## src/rtl/qb_port_pkg.sv

```systemverilog
// Package: shared types for the port block.
// Assumes: flavour codes are fixed; the driver and readback logic select on them.
package qb_port_pkg;
    typedef enum logic [1:0] {
        FLV_TRUE_BIDIR = 2'd0,
        FLV_QUASI      = 2'd1,
        FLV_QUASI_HI   = 2'd2,
        FLV_QUASI_ALT  = 2'd3
    } port_flavor_e;

    // True when the flavour lets the address/data mux take the drivers.
    function automatic logic flavor_has_mux(port_flavor_e f);
        return (f == FLV_TRUE_BIDIR) || (f == FLV_QUASI_HI);
    endfunction
endpackage

```

## src/rtl/qb_port_latch.sv

```systemverilog
// Module: bank of D-type port latches.
// Does: loads every bit from the bus on a write strobe; reset sets all to 1.
// Assumes: synchronous active-low reset.
module qb_port_latch #(
    parameter int W = 8
) (
    input  logic         clk,
    input  logic         rst_n,
    input  logic         wr_stb,
    input  logic [W-1:0] d,
    output logic [W-1:0] q
);
    // Latch update: reset to all ones, else load on strobe.
    always_ff @(posedge clk) begin
        if (!rst_n)      q <= '1;
        else if (wr_stb) q <= d;
    end
endmodule

```

## src/rtl/qb_port_driver.sv

```systemverilog
// Module: per-pin driver enable selection.
// Does: turns latch, mux and alternate inputs into pull-down, pull-up and
//       weak-pullup enables, according to the FLAVOR parameter.
// Assumes: purely combinational; the pad resolves the level outside.
module qb_port_driver
    import qb_port_pkg::*;
#(
    parameter int           W      = 8,
    parameter port_flavor_e FLAVOR = FLV_QUASI
) (
    input  logic [W-1:0] q,
    input  logic         mux_sel,
    input  logic [W-1:0] mux_val,
    input  logic [W-1:0] alt_out,
    output logic [W-1:0] drv_low,
    output logic [W-1:0] drv_high,
    output logic [W-1:0] pull_en
);
    localparam bit HAS_MUX = flavor_has_mux(FLAVOR);

    generate
        if (FLAVOR == FLV_TRUE_BIDIR) begin : g_bidir
            // Open drain from the latch, push-pull while the bus mux drives.
            always_comb begin
                if (mux_sel) begin
                    drv_low  = ~mux_val;
                    drv_high = mux_val;
                end else begin
                    drv_low  = ~q;
                    drv_high = '0;
                end
                pull_en = '0;
            end
        end else if (FLAVOR == FLV_QUASI_ALT) begin : g_alt
            logic [W-1:0] level;
            // Latch gates the alternate output; weak pullup carries the ones.
            always_comb begin
                level    = q & alt_out;
                drv_low  = ~level;
                drv_high = '0;
                pull_en  = level;
            end
        end else if (HAS_MUX) begin : g_hi
            // Quasi-bidirectional, with the high address byte taking over when muxed.
            always_comb begin
                if (mux_sel) begin
                    drv_low  = ~mux_val;
                    drv_high = mux_val;
                    pull_en  = '0;
                end else begin
                    drv_low  = ~q;
                    drv_high = '0;
                    pull_en  = q;
                end
            end
        end else begin : g_quasi
            // Plain quasi-bidirectional: pull-down for 0, weak pullup for 1.
            always_comb begin
                drv_low  = ~q;
                drv_high = '0;
                pull_en  = q;
            end
        end
    endgenerate
endmodule

```

## src/rtl/qb_port_readback.sv

```systemverilog
// Module: read path and alternate-input tap.
// Does: registers either the latch or the pin levels on a read request
//       (latch wins); passes pin levels to alternate inputs on flavour 3.
// Assumes: q is sampled before the same-edge write lands.
module qb_port_readback
    import qb_port_pkg::*;
#(
    parameter int           W      = 8,
    parameter port_flavor_e FLAVOR = FLV_QUASI
) (
    input  logic         clk,
    input  logic         rst_n,
    input  logic         rd_latch_stb,
    input  logic         rd_pin_stb,
    input  logic [W-1:0] q,
    input  logic [W-1:0] pin_in,
    output logic [W-1:0] rd_data,
    output logic [W-1:0] alt_in
);
    // Read register: capture the selected source on a read request.
    always_ff @(posedge clk) begin
        if (!rst_n)            rd_data <= '0;
        else if (rd_latch_stb) rd_data <= q;
        else if (rd_pin_stb)   rd_data <= pin_in;
    end

    generate
        if (FLAVOR == FLV_QUASI_ALT) begin : g_alt_tap
            // Alternate input always sees the real pin.
            always_comb alt_in = pin_in;
        end else begin : g_no_tap
            // No alternate input on this flavour.
            always_comb alt_in = '0;
        end
    endgenerate
endmodule

```

## src/rtl/qb_port.sv

```systemverilog
// Module: top of one microcontroller I/O port.
// Does: joins the latch bank, driver selection and read path.
// Assumes: the pad outside resolves the pin and returns it on pin_in.
module qb_port
    import qb_port_pkg::*;
#(
    parameter int           W      = 8,
    parameter port_flavor_e FLAVOR = FLV_QUASI_ALT
) (
    input  logic         clk,
    input  logic         rst_n,
    input  logic [W-1:0] bus_wr_data,
    input  logic         wr_stb,
    input  logic         rd_latch_stb,
    input  logic         rd_pin_stb,
    input  logic         mux_sel,
    input  logic [W-1:0] mux_val,
    input  logic [W-1:0] alt_out,
    input  logic [W-1:0] pin_in,
    output logic [W-1:0] drv_low,
    output logic [W-1:0] drv_high,
    output logic [W-1:0] pull_en,
    output logic [W-1:0] rd_data,
    output logic [W-1:0] alt_in
);
    logic [W-1:0] q_lat;

    qb_port_latch #(.W(W)) u_latch (
        .clk    (clk),
        .rst_n  (rst_n),
        .wr_stb (wr_stb),
        .d      (bus_wr_data),
        .q      (q_lat)
    );

    qb_port_driver #(.W(W), .FLAVOR(FLAVOR)) u_drv (
        .q        (q_lat),
        .mux_sel  (mux_sel),
        .mux_val  (mux_val),
        .alt_out  (alt_out),
        .drv_low  (drv_low),
        .drv_high (drv_high),
        .pull_en  (pull_en)
    );

    qb_port_readback #(.W(W), .FLAVOR(FLAVOR)) u_rd (
        .clk          (clk),
        .rst_n        (rst_n),
        .rd_latch_stb (rd_latch_stb),
        .rd_pin_stb   (rd_pin_stb),
        .q            (q_lat),
        .pin_in       (pin_in),
        .rd_data      (rd_data),
        .alt_in       (alt_in)
    );
endmodule

```

## config.mk

```make
export PLATFORM = sky130hd
export DESIGN_NAME = qb_port
export DESIGN_NICKNAME = d
export VERILOG_FILES = /design/src/rtl/qb_port_pkg.sv /design/src/rtl/qb_port_latch.sv /design/src/rtl/qb_port_driver.sv /design/src/rtl/qb_port_readback.sv /design/src/rtl/qb_port.sv
export SDC_FILE = /design/constraint.sdc
export NUM_CORES = 1
export LEC_CHECK = 0
export ABC_AREA = 1
export BUFFER_PORTS_ARGS = -buffer_cell sky130_fd_sc_hd__clkbuf_2
export CAP_MARGIN = 20
export CORE_UTILIZATION = 39
export CTS_CLUSTER_SIZE = 40
export DETAILED_ROUTE_END_ITERATION = 8
export PLACE_DENSITY = 0.95
export SLEW_MARGIN = 30
export SYNTH_ARGS = -nofsm -noshare
export SYNTH_HDL_FRONTEND = slang
export SYNTH_SLANG_ARGS = --single-unit
```

## constraint.sdc

```tcl
create_clock -name clk -period 1.6 [get_ports clk]
set_input_delay 0.16 -clock clk [delete_from_list [all_inputs] [get_ports clk]]
set_output_delay 0.16 -clock clk [all_outputs]
set_load 0.02 [all_outputs]
```

# == Yosys cells after proc, flatten, opt, wreduce, memory -nomap -nowiden ==
# Cells that the tools add are included.
# classes
bitwise_logic,2
n_mux,2
reduce_logical,1
# op_table
operator,count
8-bit two-way mux,2
8-bit bitwise AND,1
8-bit NOT,1
2-bit nonzero test,1
# word_totals
elab_cells,7
in_bits,38
ff_bits,16
out_inout_bits,40

# == Depth between registers and ports, before layout ==
# logic_depth
word_depth,2
ltp_mapped,5
ltp_nobuf,4

# == Cells and area by module ==
# A second synthesis with hierarchy kept.
# unflattened
cells_unflattened,129
area_unflattened_um2,894.6
# modules_own_cells
module,instances,cells_per_inst,seq_area_each_um2,area_per_inst_um2
qb_port_readback,1,69,160.2,470.5
qb_port_latch,1,35,160.2,280.3
qb_port_driver,1,25,0.0,143.9

# == Least setup slack after synthesis ==
# OpenSTA, ideal clock, no wires.
# synth_timing
kind,register to output
startpoint,register u_latch.q[0]
endpoint,output pull_en[0]
arrival_ns,0.641
required_ns,1.440
n_path_buf,0
slack_ns,0.799
stages_incl_launch_ff,3
cell_sequence,dfxtp_1 nand2_1 inv_1
# synth_via
elab_chain_cells,1
# synth_lines
element,line_no,source
"start, declared",qb_port_latch.sv:11,output logic [W-1:0] q
"start signal, assigned",qb_port_latch.sv:15,if (!rst_n) q <= '1;
"start signal, assigned",qb_port_latch.sv:16,else if (wr_stb) q <= d;
8-bit bitwise AND,qb_port_driver.sv:38,level = q & alt_out;
"end, declared",qb_port.sv:22,"output logic [W-1:0] pull_en,"
# Every way passes these cells.

# == Worst setup path in the final report ==
# layout_timing
startpoint,register u_latch.q[1]
endpoint,output pull_en[1]
# Same word-level chain as after synthesis.

==> results.json <==
{
  "fp.dieH_um": 48.95,
  "fin_crit_sh_pct": 67.15,
  "dieArea_mm2": 0.002396,
  "pwr-share-seq_pct": 47.9,
  "io-pin-count": 78,
  "diodes": 0,
  "hold_viol_final": 0,
  "yosys_register_bits": 16,
  "grt_pass1_wl_mm": 2.987,
  "p_leak_uw": 0.0007204,
  "root_buffer": "clkbuf_4",
  "gr-usage-all-layers_pct": 16.40,
  "netlist_instances": 128,
  "clk_latency_ns": 0.28,
  "ys_warn_count": 0,
  "dp_hpwl_mm": 1.470,
  "slowest_stage": "dfxtp_1",
  "power.internal_uw": 609.3,
  "drcViolationCount": 0,
  "numCtsBuffers": 3,
  "hold_class": "primary input to flop",
  "crit_path_max_fanout": 2,
  "path_delay_family": "flip-flops",
  "final_cell_mix": "clkbuf_2 (60), inv_1 (25), nand2_1 (24)",
  "max_cap_viol_count": 0,
  "num_vias": 864,
  "start_kind": "flop",
  "utilization_pct": 54.21,
  "peakVddDrop_v": 0.0005675,
  "crit_required_ns": 1.44,
  "post_cts_resized": 0,
  "max_stage_delay_ns": 0.34,
  "powerDensity_mw_per_mm2": 847.0,
  "antenna_found_initial": 0,
  "initial_core_util_pct": 42.51,
  "seq_area_frac_synth_pct": 37.26,
  "drt_iter0_markers": 5,
  "cts_hold_buf": 0,
  "netSwitchingFraction_pct": 34.36,
  "slew_viol_final": 0,
  "path_clk_slew_ns": 0.09,
  "wire_per_inst_um": 8.670,
  "arrival_ns": 0.91,
  "grt_max_degree": 17,
  "clockBufferDepth": 2,
  "io_buffers": 60,
  "htree_levels": 1,
  "cts_tree": "done",
  "drt_pass1_iterations": 4,
  "rows": 16,
  "outcome": "complete, no violations",
  "syn_area_per_cell_um2": 6.715,
  "design.core.area_mm2": 0.002022,
  "ant_nets": 0,
  "crit_type": "flop to primary output",
  "via_per_inst": 4.194,
  "syn_area_um2": 859.6,
  "setup_viol": 0,
  "end_kind": "primary output",
  "nNetsFinal": 219,
  "grt_overflow": 0,
  "area_growth_pct": 27.51,
  "yosysUniqueCellTypes": 14,
  "cts_sinks": 16,
  "ys_top_cells_by_area": "dfxtp_1 (37%), buf_4 (15%), inv_1 (11%)",
  "crit_buf_inv": 2,
  "rsz0062_at_grt": "no",
  "final.setup.tns_ns": 0,
  "gp_congestion": 0.6759,
  "finClkSkew_ns": 0.0001869,
  "period_needed_ns": 1.074,
  "die_w_um": 48.95,
  "clockPowerShare_pct": 22.5,
  "drt-total-wl_mm": 1.786,
  "layout_commonest_cell": "clkbuf_2",
  "grt_pass1_vias": 787,
  "drive_above_1_share_pct": 36.87,
  "net-switching-power_uw": 319.0,
  "fmaxAchievable_mhz": 930.7,
  "yosysTopAreaCell": "dfxtp_1",
  "p_comb_share_pct": 29.5,
  "synth_top_area_share_pct": 37.26,
  "path_cells": "nand2_1 > inv_1 > clkbuf_2",
  "postCtsSetupBuffers": 0
}
## per-stage QoR
stage,instances,setup WS (ns),hold slack [ns],cell area (um^2),power (uW)
floorplan,135,0.7989,0.2798,885.9,656.7
global placement,203,0.6300,0.3732,1074,724.1
detailed placement,203,0.5908,0.3791,1074,731.0
CTS,206,0.5110,0.08372,1096,938.8
global route,206,0.4495,0.07722,1096,998.0
finish,206,0.5256,0.08257,1096,928.3
## final cells by class
class	count	area [um^2]
fill	219	925.9
inverter	26	97.59
sequential	16	320.3
tap	27	33.78
timing repair buffer	60	300.3
multi-input combinational	74	321.6
clock buffer	3	22.52
## synth_stat cells
master,n
nand2_1,24
inv_2,1
conb_1,1
a21oi_1,16
nand2_4,1
buf_4,17
buf_2,1
dfxtp_1,16
inv_1,25
clkbuf_8,1
nor2_1,15
nor3b_1,1
nor2_2,1
o21ai_0,8
## path summary, 6_finish.rpt
check	start	to	slack [ns]	depth (start not counted)
worst max-delay path	u_latch.q[1]	pull_en[1]	0.53	3
worst min-delay path	bus_wr_data[3]	u_latch.q[3]	0.08	3
worst max register to register	u_latch.q[3]	u_rd.rd_data[3]	0.86	4
worst min register to register	u_latch.q[7]	u_latch.q[7]	0.49	2
## state kept, by name, indices dropped and copies added (netlist names)
register / flops
u_rd.rd_data: 8
u_latch.q: 8
## worst register-to-register path: stages (launching register included)
cell	delay, ns
dfxtp_1	0.34
inv_1	0.06
a21oi_1	0.13
nand2_1	0.07
nor2_1	0.08
## cells by family (layout without fill, tap and decap cells)
| logic type | Yosys count | in the layout | synth area share (%) |
|---|---|---|---|
| compound gates | 24 | 24 | 13.97 |
| buf+inv | 45 | 89 | 28.38 |
| flops | 16 | 16 | 37.26 |
| other cells | 1 | 8 | 0.4363 |
| simple gates | 42 | 42 | 19.94 |
## metal layers
metal | GRT usage (%) | routed length, um
met2 | 31.02 | 908
met4 | 5.392 | 10
met3 | 7.477 | 146
met5 | 0 | 0
met1 | 15.43 | 721
## power by group through the flow
stage	Clock (uW)	Sequential (uW)	Combinational, uW
global route	246	449	303
floorplan	0	474	182
finish	209	445	274
global placement	0	453	271
CTS	216	445	278
detailed placement	0	454	277
(Power assumes the default switching activity.)
